File: src/rtl/pinport_pkg.sv
package pinport_pkg;

    localparam int NPINS   = 32;
    localparam int AW      = 4;
    localparam int CW      = 2;
    localparam int HALF    = NPINS / 2;

    localparam logic [AW-1:0] A_OUT   = 4'd0;
    localparam logic [AW-1:0] A_DIR   = 4'd1;
    localparam logic [AW-1:0] A_PAD   = 4'd2;
    localparam logic [AW-1:0] A_CLO   = 4'd3;
    localparam logic [AW-1:0] A_CHI   = 4'd4;
    localparam logic [AW-1:0] A_ANY   = 4'd5;
    localparam logic [AW-1:0] A_EN    = 4'd6;
    localparam logic [AW-1:0] A_FLAG  = 4'd7;
    localparam logic [AW-1:0] A_SET   = 4'd8;
    localparam logic [AW-1:0] A_CLR   = 4'd9;
    localparam logic [AW-1:0] A_TGL   = 4'd10;

    typedef enum logic [CW-1:0] {
        TRIG_LOW  = 2'b00,
        TRIG_HIGH = 2'b01,
        TRIG_RISE = 2'b10,
        TRIG_FALL = 2'b11
    } trig_e;

endpackage

File: src/rtl/pinport_sync.sv
module pinport_sync
    import pinport_pkg::*;
#(
    parameter int N = NPINS
) (
    input  logic         clk,
    input  logic         rst_n,
    input  logic [N-1:0] raw_in,
    output logic [N-1:0] level,
    output logic [N-1:0] rise,
    output logic [N-1:0] fall
);

    typedef struct packed {
        logic [N-1:0] meta;
        logic [N-1:0] stable;
        logic [N-1:0] prev;
    } sync_t;

    sync_t st_d, st_q;

    always_comb begin
        st_d        = st_q;
        st_d.meta   = raw_in;
        st_d.stable = st_q.meta;
        st_d.prev   = st_q.stable;
    end

    always_ff @(posedge clk or negedge rst_n) begin
        if (!rst_n) st_q <= '0;
        else        st_q <= st_d;
    end

    assign level = st_q.stable;
    assign rise  = st_q.stable & ~st_q.prev;
    assign fall  = ~st_q.stable & st_q.prev;

    AST_PREV_TRACKS: assert property (@(posedge clk) disable iff (!rst_n)
        1 |=> (st_q.prev == $past(level))) else $error("prev mismatch");

endmodule

File: src/rtl/pinport_regs.sv
module pinport_regs
    import pinport_pkg::*;
#(
    parameter int N = NPINS
) (
    input  logic            clk,
    input  logic            rst_n,
    input  logic [AW-1:0]   addr,
    input  logic [N-1:0]    wdata,
    input  logic            we,
    input  logic [N-1:0]    pad,
    input  logic [N-1:0]    flags,
    output logic [N-1:0]    out_data,
    output logic [N-1:0]    dir,
    output logic [2*N-1:0]  cond,
    output logic [N-1:0]    any_edge,
    output logic [N-1:0]    enable,
    output logic [N-1:0]    clr_mask,
    output logic [N-1:0]    rdata
);

    typedef struct packed {
        logic [N-1:0] outd;
        logic [N-1:0] dir;
        logic [N-1:0] clo;
        logic [N-1:0] chi;
        logic [N-1:0] any;
        logic [N-1:0] en;
    } regs_t;

    regs_t r_d, r_q;

    always_comb begin
        r_d = r_q;
        if (we) begin
            case (addr)
                A_OUT:   r_d.outd = wdata;
                A_DIR:   r_d.dir  = wdata;
                A_CLO:   r_d.clo  = wdata;
                A_CHI:   r_d.chi  = wdata;
                A_ANY:   r_d.any  = wdata;
                A_EN:    r_d.en   = wdata;
                A_SET:   r_d.outd = r_q.outd | wdata;
                A_CLR:   r_d.outd = r_q.outd & ~wdata;
                A_TGL:   r_d.outd = r_q.outd ^ wdata;
                default: ;
            endcase
        end
    end

    always_ff @(posedge clk or negedge rst_n) begin
        if (!rst_n) r_q <= '0;
        else        r_q <= r_d;
    end

    always_comb begin
        case (addr)
            A_OUT:   rdata = r_q.outd;
            A_DIR:   rdata = r_q.dir;
            A_PAD:   rdata = pad;
            A_CLO:   rdata = r_q.clo;
            A_CHI:   rdata = r_q.chi;
            A_ANY:   rdata = r_q.any;
            A_EN:    rdata = r_q.en;
            A_FLAG:  rdata = flags;
            default: rdata = '0;
        endcase
    end

    assign clr_mask = (we && addr == A_FLAG) ? wdata : '0;
    assign out_data = r_q.outd;
    assign dir      = r_q.dir;
    assign cond     = {r_q.chi, r_q.clo};
    assign any_edge = r_q.any;
    assign enable   = r_q.en;

    AST_SET_ALIAS: assert property (@(posedge clk) disable iff (!rst_n)
        (we && addr == A_SET) |=> ((out_data & $past(wdata)) == $past(wdata))) else $error("set alias");
    AST_CLR_ALIAS: assert property (@(posedge clk) disable iff (!rst_n)
        (we && addr == A_CLR) |=> ((out_data & $past(wdata)) == '0)) else $error("clear alias");
    AST_TGL_KEEPS: assert property (@(posedge clk) disable iff (!rst_n)
        (we && addr == A_TGL) |=> (((out_data ^ $past(out_data)) & ~$past(wdata)) == '0)) else $error("toggle alias");

endmodule

File: src/rtl/pinport_irq.sv
module pinport_irq
    import pinport_pkg::*;
#(
    parameter int N = NPINS
) (
    input  logic            clk,
    input  logic            rst_n,
    input  logic [N-1:0]    level,
    input  logic [N-1:0]    rise,
    input  logic [N-1:0]    fall,
    input  logic [2*N-1:0]  cond,
    input  logic [N-1:0]    any_edge,
    input  logic [N-1:0]    enable,
    input  logic [N-1:0]    clr_mask,
    output logic [N-1:0]    flags,
    output logic            irq
);

    typedef struct packed {
        logic [N-1:0] flags;
        logic         irq;
    } irq_t;

    irq_t s_d, s_q;
    logic [N-1:0] hit;

    for (genvar i = 0; i < N; i++) begin : g_pin
        trig_e mode;
        assign mode = trig_e'(cond[CW*i +: CW]);
        always_comb begin
            if (any_edge[i]) begin
                hit[i] = rise[i] | fall[i];
            end else begin
                case (mode)
                    TRIG_LOW:  hit[i] = ~level[i];
                    TRIG_HIGH: hit[i] = level[i];
                    TRIG_RISE: hit[i] = rise[i];
                    default:   hit[i] = fall[i];
                endcase
            end
        end
    end

    always_comb begin
        s_d       = s_q;
        s_d.flags = (s_q.flags & ~clr_mask) | hit;
        s_d.irq   = |(s_q.flags & enable);
    end

    always_ff @(posedge clk or negedge rst_n) begin
        if (!rst_n) s_q <= '0;
        else        s_q <= s_d;
    end

    assign flags = s_q.flags;
    assign irq   = s_q.irq;

    AST_FLAG_STICKY: assert property (@(posedge clk) disable iff (!rst_n)
        1 |=> ((($past(flags) & ~$past(clr_mask)) & ~flags) == '0)) else $error("flag lost");
    AST_W1C_CLEARS: assert property (@(posedge clk) disable iff (!rst_n)
        1 |=> ((flags & $past(clr_mask & ~hit)) == '0)) else $error("clear ignored");
    AST_HIT_SETS: assert property (@(posedge clk) disable iff (!rst_n)
        1 |=> ((flags & $past(hit)) == $past(hit))) else $error("hit dropped");
    AST_IRQ_GATED: assert property (@(posedge clk) disable iff (!rst_n)
        irq |-> $past((flags & enable) != '0)) else $error("irq without enabled flag");

endmodule

File: src/rtl/pinport_top.sv
module pinport_top
    import pinport_pkg::*;
(
    input  logic              clk,
    input  logic              rst_n,
    input  logic [AW-1:0]     bus_addr,
    input  logic [NPINS-1:0]  bus_wdata,
    input  logic              bus_we,
    output logic [NPINS-1:0]  bus_rdata,
    input  logic [NPINS-1:0]  pin_in,
    output logic [NPINS-1:0]  pin_out,
    output logic [NPINS-1:0]  pin_oe,
    output logic              irq
);

    logic [NPINS-1:0]    level, rise, fall;
    logic [NPINS-1:0]    flags, any_edge, enable, clr_mask;
    logic [2*NPINS-1:0]  cond;

    pinport_sync #(.N(NPINS)) u_sync (
        .clk    (clk),
        .rst_n  (rst_n),
        .raw_in (pin_in),
        .level  (level),
        .rise   (rise),
        .fall   (fall)
    );

    pinport_regs #(.N(NPINS)) u_regs (
        .clk      (clk),
        .rst_n    (rst_n),
        .addr     (bus_addr),
        .wdata    (bus_wdata),
        .we       (bus_we),
        .pad      (level),
        .flags    (flags),
        .out_data (pin_out),
        .dir      (pin_oe),
        .cond     (cond),
        .any_edge (any_edge),
        .enable   (enable),
        .clr_mask (clr_mask),
        .rdata    (bus_rdata)
    );

    pinport_irq #(.N(NPINS)) u_irq (
        .clk      (clk),
        .rst_n    (rst_n),
        .level    (level),
        .rise     (rise),
        .fall     (fall),
        .cond     (cond),
        .any_edge (any_edge),
        .enable   (enable),
        .clr_mask (clr_mask),
        .flags    (flags),
        .irq      (irq)
    );

    AST_RESET_QUIET: assert property (@(posedge clk) !rst_n |-> (!irq && pin_oe == '0)) else $error("reset state");

endmodule

File: config.mk
export PLATFORM = sky130hd
export DESIGN_NAME = pinport_top
export DESIGN_NICKNAME = d
export VERILOG_FILES = /design/src/rtl/pinport_pkg.sv /design/src/rtl/pinport_sync.sv /design/src/rtl/pinport_regs.sv /design/src/rtl/pinport_irq.sv /design/src/rtl/pinport_top.sv
export SDC_FILE = /design/constraint.sdc
export NUM_CORES = 1
export LEC_CHECK = 0
export BUFFER_PORTS_ARGS = -buffer_cell sky130_fd_sc_hd__buf_2
export CORE_MARGIN = 8
export CORE_UTILIZATION = 60
export DETAILED_ROUTE_END_ITERATION = 8
export GPL_TIMING_DRIVEN = 0
export HOLD_SLACK_MARGIN = 0.08
export PLACE_DENSITY_LB_ADDON = 0.1
export SYNTH_ARGS = -nofsm -noshare
export SYNTH_HDL_FRONTEND = slang
export SYNTH_HIERARCHICAL = 1
export SYNTH_SLANG_ARGS = --single-unit
File: constraint.sdc
create_clock -name clk -period 2.44 [get_ports clk]
set_input_delay 0.488 -clock clk [delete_from_list [all_inputs] [get_ports clk]]
set_output_delay 0.488 -clock clk [all_outputs]
set_load 0.005 [all_outputs]
* Word-level counts from Yosys, hierarchy flattened
Index checks and enable logic that the tools add are counted.
Widths: inputs -> output; s select.
** Storage, ports and cells
- Bits in registers :: 321
- Bits of input ports :: 71
- Word-level logic and storage cells :: 270
** Cells by class
- Eq/ne operators :: 74
- Mux-type cells :: 67
- Bitwise gates (word level) :: 76
- Reduce and logical (&&, ||, !) cells :: 42
** Operators by type and width (number)
- $pmux 32 s8 :: 1
- $and 32x32->32 :: 5
- $not 32->32 :: 4
- $pmux 32 s4 :: 1
- $pmux 1 s3 :: 32
- $eq 2x1->1 const B :: 32
- $eq 2x2->1 const B :: 32
- $logic_not 2->1 :: 32
- $or 32x32->32 :: 2
- $mux 1 :: 32
- $mux 32 :: 1
- $not 1->1 :: 32
- $or 1x1->1 :: 32
- $reduce_or 32->1 :: 1
- $xor 32x32->32 :: 1
- $eq 4x3->1 const B :: 4
- $eq 4x4->1 const B :: 3
- $reduce_and 2->1 :: 6
- $eq 4x2->1 const B :: 2
- $eq 4x1->1 const B :: 1
- $logic_not 4->1 :: 1
- $reduce_bool 4->1 :: 1
- $logic_and 1x1->1 :: 1

* Longest topological paths before layout
- Word-level depth :: 6
- Mapped depth :: 8
- Depth with buffers taken out :: 6

* By module
Netlist, hierarchy kept.
** Modules (own cells, without submodules)
- pinport_regs :: times used 1, cells an instance 989, area each 11736.3 um2, seq. area each 4804.6 um2
- pinport_sync :: times used 1, cells an instance 192, area each 3203.1 um2, seq. area each 2402.3 um2
- pinport_irq :: times used 1, cells an instance 310, area each 2590.0 um2, seq. area each 825.8 um2

* Least setup slack after synthesis
OpenSTA, ideal clock, no wires.
- Kind :: input -> output
- Start :: input bus_addr[0]
- End :: output bus_rdata[10]
- Data arrival time :: 1590 ps
- Data required time :: 1952 ps
- Slack :: 362 ps
- Stages :: 6
- Path buffers :: 3
- Path through :: buf_6 -> buf_8 -> buf_6 -> mux4_1 -> mux2i_1 -> nor2_1
** On the way
- Longest elaborated chain between the ends :: 2
- Elaborated cells on any way between the ends :: 9
- Those cells by class :: eq/ne (7); mux (1); reduce/logical (1)
** Ends and longest elaborated chain
- start: declaration :: RTL line pinport_top.sv:6 : input logic [AW-1:0] bus_addr,
- $eq 4x3->1, or another cell as far along :: RTL line pinport_regs.sv:57 : case (addr)
- $pmux 32 s8 (*) :: RTL line pinport_regs.sv:57
- end: declaration :: RTL line pinport_top.sv:9 : output logic [NPINS-1:0] bus_rdata,
Every way passes the cells marked *; elsewhere a longest branch is shown, timed or not.

* Final worst setup path
- Start :: input bus_addr[1]
- End :: output bus_rdata[12]
The elaborated chain is that of the path after synthesis.

==> impl_metrics.toml <==
[outcome]
outcome = "finished with violations"
violations = "negative setup slack"

[power_and_ir_drop]
vdd_drop_max_mv = 0.711
p_leak_nw = 9.76
power_density_nw_per_um2 = 784
total_power_mw = 16.5

[detailed_routing]
vias = 14100
ant_nets = 0
drt_wl_total_mm = 61.2
dr.pass1.iters = 6
vias_per_cell = 6.55
drcViolationCount = 0
drtIter0Drc = 1573
wl_per_cell_um = 28.4

[global_route]
antenna_found_initial = 2
grt_use_total_pct = 33.7
use_met2_pct = 51.8
globalRouteMet3Util_pct = 8.26
grtUsageMet1_pct = 43.9
overflow = 0
grt_pass1_vias = 14200
grt_max_degree = 115
grt_pass1_wl_mm = 89.3
grt.busiest_layer = "met2"

[timing]
finClkSkew_ns = 0.00947
fin_ws_ns = -0.0237
fmax_ghz = 0.406
min_period_ns = 2.46
maxSlewViolCount = 0
period_share_pct = 101
worst_pin_slew_ns = 1.15
grt_setup_unrepaired = "true"
final-hold-violation-count = 0
setup_violations = 3
slew_headroom_pct = 23.7

[cts]
cts_root_buf = "clkbuf_16"
path_clk_slew_ns = 0.06
clockBufferDepth = 3
cts_tree = "done"
cts_sinks = 321
htreeDepth = 2
cts_buffers = 36
clkLatencyLatePin_ns = 0.53

[place]
routabilityCongestion = 0.963
port_buffers = 165
dp_slack_ns = -0.486
place_area_um2 = 18900
dpl.hpwl_mm = 41.2

[yosys]
yosys_warnings = 6
synth_top_area_cell = "dfrtp_1"
ys_seq_elements = 321
yosys.area.top_type_share_pct = 45.8
syn_inst = 1491
synth.most_common_cell = "dfrtp_1"
yosys-top-cells-area = "dfrtp_1, mux2_2, ha_1"
syn_area_per_cell_um2 = 11.8
ys_seq_area_share_pct = 45.8
synth_commonest_cells = "dfrtp_1, mux2_2, inv_1, o21ai_0, nor2_1"
synth_cell_types = 51
syn_area_um2 = 17500
ys.flop_type = "dfrtp_1"
syn_nets = 1626
synth-edff-count = 0
async_flop_share_pct = 100

[final_layout]
n_fill_cell = 2059
multi_input_area_um2 = 8420
utilization_pct = 73.2
area_delta_synth_final_pct = 19.9
seqCellArea_um2 = 8040
nets = 1882
num_antenna_cells = 0
drive_gt1_share_pct = 37.8
final_area_um2 = 21000

[setup_path]
crit_fanout = 12
start_kind = "input port"
arrival_ns = 1.98
crit_type = "in2out"
cp-end-kind = "output pin"
r2r_cells = 3
crit_required_ns = 1.95

[floorplan]
dieArea_um2 = 34900
die_w_um = 187
start_util_pct = 61.1
ios = 168
die_h_um = 187
core_um2 = 28700
rows = 62

[flow_run]
cap_viol_max_count = 0

[worst_hold_path]
min_path_cells = 2
hp-class = "in2reg"
## timing repair
action                                  4_1_cts  5_1_grt
pin swaps                                     3        2
setup buffers                                 6       20
resized for setup                            65       35
endpoints found under the setup margin       32       30
endpoints found under the hold margin       127        0
hold buffers                                 33        0
gates cloned                                  0        5
## where the power goes
part           internal (mW)  total (mW)  switching, mW
clock                   3.30        5.54           2.24
combinational           1.90        3.59           1.68
sequential              6.18        7.36           1.18
## worst max-delay path, stage by stage
cell and delay, ns:
buf_2 0.14, buf_12 0.17, buf_8 0.16, buf_8 0.16, a221oi_1 0.31, a21oi_1 0.14, o21a_1 0.25, buf_2 0.14
## layout by cell type (no fill, tap or decap), types with 8 or more instances in the layout
master and count:
buf_2 184, clkbuf_16 42, mux2_4 11, o41ai_1 16, o32a_1 48, a22oi_1 30, a221oi_1 8, nor2_1 66
xor2_1 32, ha_1 64, clkbuf_1 14, dfrtp_1 315, mux4_2 36, a211oi_1 16, nand2_1 21, o21ai_0 83
or2_2 17, o22ai_1 9, mux2_1 9, nor3_1 32, buf_12 14, inv_1 96, a21oi_1 62, buf_8 8
mux2i_1 36, buf_4 59, mux2_2 160, and2b_2 64, nand2b_1 36, dlygate4sd3_1 33, clkbuf_8 14, buf_6 12
o21a_1 57
## state kept, by name, indices dropped and copies added (netlist names)
register,cells
u_regs/enable,32
u_sync/level,32
u_irq/flags,32
u_sync/st_d,32
u_regs/out_data,32
u_regs/any_edge,32
u_regs/dir,32
u_irq/irq,1
u_sync/st_q,32
u_regs/cond,64
## cell families after synthesis
| logic type | share of synthesized area, % |
|---|---|
| compound gates | 13.8 |
| flops | 45.8 |
| simple gates | 8.98 |
| mux | 18.6 |
| buf+inv | 6.54 |
| fa+ha+maj | 4.65 |
| xor+xnor | 1.60 |
## metal layers
layer / routed length, um / up-vias
met5: 18 / -
met4: 3910 / 4
li1: - / 5855
met2: 27000 / 925
met1: 23500 / 7071
met3: 6800 / 262
## through the flow
step           setup TNS (ns)  std cells  hold slack [ns]
2_1_floorplan               0       1491            0.192
3_3_place_gp         -1710.84       2040            0.332
3_5_place_dp           -13.46       2042            0.335
4_1_cts                     0       2140            0.285
5_1_grt               -0.0385       2156            0.296
6_report              -0.0412       2156            0.295
## path summary, 6_finish.rpt
| check | start | end | slack (ns) |
|---|---|---|---|
| worst min register to register | u_sync/st_d[58] | u_sync/level[26] | 0.34 |
| worst max register to register | u_irq/flags[3] | u_irq/irq | 0.55 |
| worst max-delay path | bus_addr[1] | bus_rdata[12] | -0.02 |
| worst min-delay path | bus_wdata[10] | u_regs/dir[10] | 0.30 |
| min in group asynchronous | rst_n | u_sync/st_d[34] | 0.56 |
| max in group asynchronous | rst_n | u_regs/cond[14] | 0.77 |
## final cells by class
| type | count | area share [%] |
|---|---|---|
| plain buffers | 101 | 4.46 |
| repair buffers | 231 | 7.41 |
| flip-flops and latches | 321 | 38.3 |
| clock inverters | 10 | 0.405 |
| well taps | 384 | 2.29 |
| clock buffers | 53 | 5.36 |
| inverters | 97 | 1.74 |
| multi-input cells | 959 | 40.1 |
(Power assumes the default switching activity.)
